--- config.mk ---
export PLATFORM = sky130hd
export DESIGN_NAME = uart_int_id
export DESIGN_NICKNAME = d
export VERILOG_FILES = /design/src/rtl/uart_int_id_pkg.sv /design/src/rtl/uart_int_id_timeout.sv /design/src/rtl/uart_int_id_flags.sv /design/src/rtl/uart_int_id_prio.sv /design/src/rtl/uart_int_id.sv
export SDC_FILE = /design/constraint.sdc
export NUM_CORES = 1
export LEC_CHECK = 0
export ABC_AREA = 1
export BUFFER_PORTS_ARGS = -buffer_cell sky130_fd_sc_hd__buf_4
export CAP_MARGIN = 20
export CORE_UTILIZATION = 50
export DETAILED_ROUTE_END_ITERATION = 16
export PLACE_DENSITY = 0.78
export RECOVER_POWER = 25
export SYNTH_ARGS = -nofsm -noshare
export SYNTH_HDL_FRONTEND = slang
export SYNTH_SLANG_ARGS = --single-unit
--- constraint.sdc ---
create_clock -name clk -period 1.4 [get_ports clk]
set_input_delay 0.07 -clock clk [delete_from_list [all_inputs] [get_ports clk]]
set_output_delay 0.07 -clock clk [all_outputs]
set_load 0.01 [all_outputs]
--- src/rtl/uart_int_id_pkg.sv ---
package uart_int_id_pkg;

    typedef enum logic [2:0] {
        SRC_MODEM   = 3'b000,
        SRC_TXEMPTY = 3'b001,
        SRC_RXDATA  = 3'b010,
        SRC_LINE    = 3'b011,
        SRC_TIMEOUT = 3'b110
    } irq_src_e;

    typedef struct packed {
        logic line;
        logic rxdata;
        logic timeout;
        logic txempty;
        logic modem;
    } irq_req_t;

    typedef struct packed {
        logic [1:0] fifo_mirror;
        logic [1:0] rsvd;
        irq_src_e   src;
        logic       no_pend;
    } ident_t;

    localparam int EN_RX    = 0;
    localparam int EN_TX    = 1;
    localparam int EN_LINE  = 2;
    localparam int EN_MODEM = 3;

    localparam ident_t IDENT_RESET = '{fifo_mirror: 2'b00, rsvd: 2'b00,
                                       src: SRC_MODEM, no_pend: 1'b1};

    function automatic int unsigned trig_level(input logic [1:0] sel,
                                               input int unsigned depth);
        case (sel)
            2'd0:    return 1;
            2'd1:    return depth / 4;
            2'd2:    return depth / 2;
            default: return depth - 2;
        endcase
    endfunction

endpackage

--- src/rtl/uart_int_id_timeout.sv ---
module uart_int_id_timeout #(
    parameter int LVL_W    = 5,
    parameter int CB_W     = 4,
    parameter int OVS      = 16,
    parameter int TO_CHARS = 4
) (
    input  logic             clk,
    input  logic             rst,
    input  logic             baud_tick_i,
    input  logic [CB_W-1:0]  char_bits_i,
    input  logic [LVL_W-1:0] rx_level_i,
    input  logic             rx_rd_i,
    input  logic             rx_wr_i,
    output logic             timeout_o
);
    localparam int TICKS_PER_BIT_WIN = OVS * TO_CHARS;
    localparam int CNT_W = CB_W + $clog2(TICKS_PER_BIT_WIN) + 1;

    logic [CNT_W-1:0] cnt_q;
    logic [CNT_W-1:0] limit;
    logic             flag_q;
    logic             restart;

    assign limit   = CNT_W'(char_bits_i) * CNT_W'(TICKS_PER_BIT_WIN);
    assign restart = rx_rd_i || rx_wr_i || (rx_level_i == '0);

    always_ff @(posedge clk) begin
        if (rst) begin
            cnt_q  <= '0;
            flag_q <= 1'b0;
        end else if (restart) begin
            cnt_q  <= '0;
            flag_q <= 1'b0;
        end else if (baud_tick_i && !flag_q) begin
            if (cnt_q == limit - CNT_W'(1)) begin
                cnt_q  <= '0;
                flag_q <= 1'b1;
            end else begin
                cnt_q <= cnt_q + CNT_W'(1);
            end
        end
    end

    assign timeout_o = flag_q;
endmodule

--- src/rtl/uart_int_id_flags.sv ---
module uart_int_id_flags (
    input  logic       clk,
    input  logic       rst,
    input  logic [3:0] line_err_i,
    input  logic       line_stat_rd_i,
    input  logic       tx_hold_empty_i,
    input  logic       tx_hold_wr_i,
    input  logic       tx_ack_i,
    input  logic       modem_chg_i,
    input  logic       modem_stat_rd_i,
    output logic       line_o,
    output logic       txempty_o,
    output logic       modem_o
);
    logic line_q, tx_q, modem_q, tx_lvl_q;
    logic tx_rise;

    assign tx_rise = tx_hold_empty_i && !tx_lvl_q;

    always_ff @(posedge clk) begin
        if (rst) begin
            line_q   <= 1'b0;
            tx_q     <= 1'b0;
            modem_q  <= 1'b0;
            tx_lvl_q <= 1'b0;
        end else begin
            tx_lvl_q <= tx_hold_empty_i;
            if (|line_err_i)          line_q <= 1'b1;
            else if (line_stat_rd_i)  line_q <= 1'b0;
            if (tx_rise)                        tx_q <= 1'b1;
            else if (tx_hold_wr_i || tx_ack_i)  tx_q <= 1'b0;
            if (modem_chg_i)          modem_q <= 1'b1;
            else if (modem_stat_rd_i) modem_q <= 1'b0;
        end
    end

    assign line_o    = line_q;
    assign txempty_o = tx_q;
    assign modem_o   = modem_q;
endmodule

--- src/rtl/uart_int_id_prio.sv ---
module uart_int_id_prio
    import uart_int_id_pkg::*;
(
    input  irq_req_t req_i,
    input  logic     fifo_en_i,
    output ident_t   ident_o
);
    always_comb begin
        ident_o             = IDENT_RESET;
        ident_o.fifo_mirror = {2{fifo_en_i}};
        if (req_i.line) begin
            ident_o.src     = SRC_LINE;
            ident_o.no_pend = 1'b0;
        end else if (req_i.rxdata) begin
            ident_o.src     = SRC_RXDATA;
            ident_o.no_pend = 1'b0;
        end else if (req_i.timeout) begin
            ident_o.src     = SRC_TIMEOUT;
            ident_o.no_pend = 1'b0;
        end else if (req_i.txempty) begin
            ident_o.src     = SRC_TXEMPTY;
            ident_o.no_pend = 1'b0;
        end else if (req_i.modem) begin
            ident_o.src     = SRC_MODEM;
            ident_o.no_pend = 1'b0;
        end
    end
endmodule

--- src/rtl/uart_int_id.sv ---
module uart_int_id
    import uart_int_id_pkg::*;
#(
    parameter int FIFO_DEPTH = 16,
    parameter int OVS        = 16,
    parameter int TO_CHARS   = 4,
    parameter int CB_W       = 4,
    parameter int LVL_W      = $clog2(FIFO_DEPTH + 1)
) (
    input  logic             clk,
    input  logic             rst,
    input  logic [3:0]       line_err_i,
    input  logic [LVL_W-1:0] rx_level_i,
    input  logic [1:0]       trig_sel_i,
    input  logic             rx_rd_i,
    input  logic             rx_wr_i,
    input  logic             baud_tick_i,
    input  logic [CB_W-1:0]  char_bits_i,
    input  logic             tx_hold_empty_i,
    input  logic             tx_hold_wr_i,
    input  logic             modem_chg_i,
    input  logic [3:0]       src_en_i,
    input  logic             fifo_en_i,
    input  logic             id_rd_i,
    input  logic             line_stat_rd_i,
    input  logic             modem_stat_rd_i,
    output logic [7:0]       ident_o,
    output logic             irq_o
);
    ident_t           view_q;
    ident_t           live;
    irq_req_t         req;
    logic [LVL_W-1:0] trig_lvl;
    logic             line_f, tx_f, modem_f, timeout_f;
    logic             rx_above;
    logic             tx_ack;

    assign tx_ack = id_rd_i && !view_q.no_pend && (view_q.src == SRC_TXEMPTY);

    uart_int_id_timeout #(
        .LVL_W(LVL_W), .CB_W(CB_W), .OVS(OVS), .TO_CHARS(TO_CHARS)
    ) u_timeout (
        .clk(clk), .rst(rst), .baud_tick_i(baud_tick_i),
        .char_bits_i(char_bits_i), .rx_level_i(rx_level_i),
        .rx_rd_i(rx_rd_i), .rx_wr_i(rx_wr_i), .timeout_o(timeout_f)
    );

    uart_int_id_flags u_flags (
        .clk(clk), .rst(rst),
        .line_err_i(line_err_i), .line_stat_rd_i(line_stat_rd_i),
        .tx_hold_empty_i(tx_hold_empty_i), .tx_hold_wr_i(tx_hold_wr_i),
        .tx_ack_i(tx_ack), .modem_chg_i(modem_chg_i),
        .modem_stat_rd_i(modem_stat_rd_i),
        .line_o(line_f), .txempty_o(tx_f), .modem_o(modem_f)
    );

    assign trig_lvl = fifo_en_i ? LVL_W'(trig_level(trig_sel_i, FIFO_DEPTH))
                                : LVL_W'(1);
    assign rx_above = rx_level_i >= trig_lvl;

    always_comb begin
        req.line    = line_f  && src_en_i[EN_LINE];
        req.rxdata  = rx_above && src_en_i[EN_RX];
        req.timeout = timeout_f && src_en_i[EN_RX] && !rx_above;
        req.txempty = tx_f    && src_en_i[EN_TX];
        req.modem   = modem_f && src_en_i[EN_MODEM];
    end

    uart_int_id_prio u_prio (
        .req_i(req), .fifo_en_i(fifo_en_i), .ident_o(live)
    );

    always_ff @(posedge clk) begin
        if (rst)           view_q <= IDENT_RESET;
        else if (!id_rd_i) view_q <= live;
    end

    assign ident_o = view_q;
    assign irq_o   = !view_q.no_pend;
endmodule

**Word level (Yosys, flattened, before mapping)**

Cells that the tools add are included.

- Register bits: 21

- $add $sub $neg: 2
- $lt $le $gt $ge: 1
- Eq/ne operators: 4
- Multiplexer cells: 14
- Reductions and logical operators: 25

Operators by type and width:

| cell | count |
|---|---|
| 4-bit two-way mux | 5 |
| 4-bit one-hot mux with 3 select lines | 1 |
| 11-bit by 1-bit adder with 11-bit output, second input constant | 1 |
| 11-bit equality test | 1 |
| 11-bit two-way mux | 1 |
| 10-bit by 1-bit subtractor with 11-bit output, second input constant | 1 |
| 1-bit logical AND | 10 |
| 1-bit two-way mux | 7 |
| 2-bit nonzero test | 3 |
| 5-bit greater-or-equal comparator | 1 |
| 5-bit zero test | 1 |
| 1-bit zero test | 4 |
| 4-bit OR reduction | 1 |
| 3-bit by 1-bit equality test with 1-bit output, second input constant | 1 |
| 1-bit logical OR | 3 |
| 2-bit by 1-bit equality test with 1-bit output, second input constant | 1 |
| 2-bit equality test, second input constant | 1 |
| 2-bit zero test | 1 |
| 2-bit AND reduction | 1 |
| 2-bit OR reduction | 1 |

**Depth between registers and ports, before layout**

- Word-level depth: 9
- Gate-level depth with buffers: 11
- Mapped depth without buffers: 11

**Hierarchy**

From an unflattened synthesis, not the netlist that was laid out.

- Cells, all modules: 215
- Area total of the unflattened synthesis: 1452.6 um^2

Modules (own cells, without submodules):

| module | instances | cells each | area an instance (um^2) | sequential area each (um^2) |
|---|---|---|---|---|
| uart_int_id_timeout | 1 | 110 | 737.0 | 240.2 |
| uart_int_id | 1 | 70 | 474.2 | 160.2 |
| uart_int_id_flags | 1 | 20 | 153.9 | 80.1 |
| uart_int_id_prio | 1 | 15 | 87.6 | 0.0 |

**Worst setup path after synthesis**

Ideal clock, no wire load.

- Path kind: flip-flop to flip-flop
- Start point: reg u_timeout.cnt_q[0]
- End point: reg u_timeout.cnt_q[7]
- Setup time: 0.116 ns
- Arrival time: 1.138 ns
- Data required time: 1.284 ns
- Path slack: 0.146 ns
- Cell stages (with the launch flop): 9
- Path buffers: 0
- Period minus slack after synthesis: 1.254 ns
- Path through: dfxtp_1 ha_1 nand3_1 nor2_2 nand2_1 nor2_1 nand3_2 nand2_4 nor2_1

- Longest elaborated chain between the ends: 2
- Elaborated cells between the ends (all ways): 3
- Those cells by class: add/sub (1); eq/ne (1); mux (1)

RTL lines:

| item | line | source |
|---|---|---|
| from (decl) | uart_int_id_timeout.sv:19 | `logic [CNT_W-1:0] cnt_q;` |
| from (signal assigned) | uart_int_id_timeout.sv:39 | `cnt_q <= cnt_q + CNT_W'(1);` |
| 11-bit by 1-bit adder with 11-bit output or 11-bit equality test (tied branches) | uart_int_id_timeout.sv:39, uart_int_id_timeout.sv:35 |  |
| 11-bit two-way mux (*) | uart_int_id_timeout.sv:35 | `if (cnt_q == limit - CNT_W'(1)) begin` |

Mark *: on every way between the ends. The rest lies on a longest branch, timed or not.
A chain may end at the register's enable or synchronous reset.

**Final worst setup path**

- Start point: reg u_timeout.cnt_q[1]
- End point: reg u_timeout.cnt_q[0]

- Longest elaborated chain between the ends: 2

RTL lines:

| item | line |
|---|---|
| 11-bit equality test | uart_int_id_timeout.sv:35 |
| 11-bit two-way mux | uart_int_id_timeout.sv:35 |

No other way between the ends.

==> summary.txt <==
CTS
  – Num CTS Buffers: 3
  – TritonCTS Sinks: 21
  – Max Root-Sink Buffers: 2
  – Setup bufs post-CTS: 0
  – CTS H-tree lvls: 1
  – Clk Latency, worst-skew pair: 0.30 ns
  – CTS clk-pin slew, worst paths: 0.11 ns
  – CTS tree: built
  – Root Driver: clkbuf_4

Final layout
  – Share of cells above drive strength 1: 27.39%
  – Filler cells: 192
  – Final net count: 268
  – Synth-to-Final Area Change: 32.64%
  – # diodes: 0

STA
  – Fin crit period: 1.319 ns
  – Final Skew: 0.001870 ns
  – Final Hold Vio Count: 0
  – RSZ-0062 raised after global routing: no
  – Final period util: 94.23%
  – Max Clk Rate: 758.0 MHz
  – Slew Limit Fails: 0
  – Post-route setup TNS: 0 ns
  – Setup violators final: 0

Global routing
  – Vias in the first global route: 1,153
  – Grt total ovfl: 0
  – Overall global routing resource usage: 21.85%
  – Largest net degree at the start of global routing: 13
  – Initial antenna violation count: 0
  – Global-route wire length before repair: 4.443 mm

Yosys
  – Distinct cells, synth: 24
  – Syn Std Cell Area: 1261 sq um
  – Share of the synthesized area in the top cell type: 33.33%
  – Synth area leaders: dfxtp_1 33%, nand2_1 12%, inv_1 8.9%
  – Synthesis warning total: 0
  – Post-synthesis sequential area ratio: 33.33%
  – Leading area contributor after synthesis: dfxtp_1
  – Post-Synthesis Cells: 186
  – FF+latch count, synth: 21
  – Mean Syn Cell Area: 6.781 sq um

Power
  – Tot Pwr: 1.142 mW
  – Worst VDD drop: 0.5489 mV
  – Reg power frac: 54.7%
  – Comb pwr share: 20.5%
  – Cell-internal power: 0.8404 mW
  – Net Sw Power: 0.3018 mW
  – PD cells: 682.8 nW/um^2
  – P_leak: 0.8024 nW
  – Clock share of power: 24.8%
  – Net Sw Frac: 26.42%

Critical path
  – CP delay by family, top: simple AND/OR/NAND/NOR gates
  – Crit path launch type: flip-flop
  – CP peak stage delay: 0.38 ns
  – Crit path max-delay cell type: dfxtp_2
  – WP data arrival: 1.52 ns
  – Cells along the critical path: ha_4 > nand3_2 > nor2_4 > nand2_1 > nor2_2 > nand3_4 > nand2_4 > nor2_2
  – Setup crit end kind: flip-flop
  – CP Class: reg -> reg
  – Required time worst endpoint: 1.60 ns
  – CP max FO: 5
  – FF-to-FF setup slack: 0.08 ns
  – Sum of buffers and inverters on the critical path: 0
  – Most frequent CP cell: nor2_2

Run status
  – Status: completed

Place
  – Gpl congestion: 0.8103
  – Post-DP HPWL: 2.269 mm
  – Buffers on Ports: 37

Floorplanning
  – IO Pins: 40
  – Die area: 2727 sq um
  – Rows: 17
  – Initial Util: 54.90%
  – CORE AREA: 2297 sq um
  – Die Y: 52.23 um
  – Die width: 52.23 um

Detailed routing
  – Ratio of routed vias to standard cells: 4.996
  – Total number of vias: 1,289
  – WL final: 2.875 mm
  – DR iter-0 viols: 32
  – Drt first pass iters: 4
  – Wire per inst: 11.14 um
  – Antenna Nets Post-Route: 0
  – DR DRC count: 0

Flow run
  – Max-cap violations: 0

Min path
  – Worst hold-check path type: in -> reg
power groups by stage:
stage	logic [mW]	clock network (mW)	registers, mW
5_1_grt	0.260	0.309	0.628
3_3_place_gp	0.215	0	0.639
4_1_cts	0.230	0.288	0.627
3_5_place_dp	0.222	0	0.640
6_report	0.234	0.283	0.625
2_1_floorplan	0.110	0	0.641
synth_stat cells:
| cell | number |
|---|---|
| a21oi_1 | 9 |
| a22o_1 | 1 |
| buf_4 | 3 |
| conb_1 | 1 |
| dfxtp_1 | 21 |
| ha_1 | 6 |
| inv_1 | 30 |
| inv_2 | 1 |
| mux2i_1 | 1 |
| nand2_1 | 39 |
| nand2_2 | 2 |
| nand2_4 | 1 |
| nand3_1 | 11 |
| nand3_2 | 2 |
| nand4_1 | 7 |
| nor2_1 | 27 |
| nor2_2 | 4 |
| nor2_4 | 1 |
| nor3_1 | 1 |
| nor3b_1 | 1 |
| nor4_1 | 1 |
| o21ai_0 | 7 |
| xnor2_1 | 3 |
| xor2_1 | 6 |
worst paths after layout:
| kind | from | to | cells past startpoint |
|---|---|---|---|
| worst max register to register | u_timeout.cnt_q[1] | u_timeout.cnt_q[0] | 8 |
| worst max-delay path | u_timeout.cnt_q[1] | u_timeout.cnt_q[0] | 8 |
| worst min-delay path | line_stat_rd_i | u_flags.line_o | 4 |
| worst min register to register | ident_o[3] | ident_o[3] | 2 |
stage by stage:
stage	cell area [sq um]	instances	utilization [%]	setup slack [ns]	hold WS (ns)
finish	1673	258	72.82	0.08077	0.02610
detailed placement	1563	250	68.03	0.01343	0.2835
CTS	1622	257	70.59	0.02049	0.02515
global placement	1563	250	68.03	0.06610	0.2789
floorplan	1265	187	-	0.1459	0.1391
global route	1673	258	72.82	0.006863	0.04824
per-layer routing:
layer	global-route usage, %	wire length [um]
met1	25.00	1273
met4	7.895	36
met3	1.739	88
met2	41.67	1477
met5	0	0
layout by cell type, fill, tap and decap left out, types with 3 or more instances in the layout:
cell type / synthesis / routed
dfxtp_1: 21 / 18
a21oi_1: 9 / 9
nand4_1: 7 / 7
nand3_1: 11 / 10
ha_1: 6 / 5
xnor2_1: 3 / 3
o21ai_0: 7 / 7
nor2_2: 4 / 8
nand2_1: 39 / 39
inv_1: 30 / 29
dlygate4sd3_1: 0 / 3
clkbuf_4: 0 / 4
xor2_1: 6 / 6
nor2_1: 27 / 22
buf_4: 3 / 35
state kept, by name, summed over array words and instances, names as in the netlist:
register	flops
u_flags.modem_o	1
u_timeout.timeout_o	1
u_timeout.cnt_q	11
u_flags.line_o	1
u_flags.txempty_o	1
ident_o	5
u_flags.tx_lvl_q	1
worst reg2reg max path, cell delays in order, from the launching register on:
cell,delay (ns)
dfxtp_2,0.38
ha_4,0.14
nand3_2,0.09
nor2_4,0.13
nand2_1,0.07
nor2_2,0.12
nand3_4,0.11
nand2_4,0.13
nor2_2,0.04
logic make-up (layout without fill, tap and decap cells):
| group | after synthesis | after routing | synth area share, % |
|---|---|---|---|
| other | 1 | 2 | 0.2973 |
| xor gates and xnor gates | 9 | 9 | 6.250 |
| adders and majority gates | 6 | 6 | 5.952 |
| AOI/OAI and AO/OA | 17 | 17 | 7.043 |
| buffers and inverters | 34 | 76 | 11.01 |
| muxes | 1 | 1 | 0.7937 |
| and+or+nand+nor | 97 | 98 | 35.32 |
| DFF | 21 | 21 | 33.33 |
repair_timing:
action | 4_1_cts | 5_1_grt
gates resized for setup | 1 | 15
pin swaps | 0 | 6
hold endpoints to repair | 5 | 0
cloned | 0 | 1
setup endpoints to repair | 4 | 10
hold buffers | 3 | 0
final cells by class:
class | instances | area [sq um] | share of cell area [%]
clock buffers | 3 | 22.52 | 1.346
clock inverters | 1 | 5.005 | 0.2992
inverters | 31 | 116.4 | 6.956
multi-input cells | 133 | 759.5 | 45.40
flip-flops and latches | 21 | 426.7 | 25.50
well taps | 28 | 35.03 | 2.094
repair buffers | 41 | 307.8 | 18.40
(Power assumes the default switching activity.)
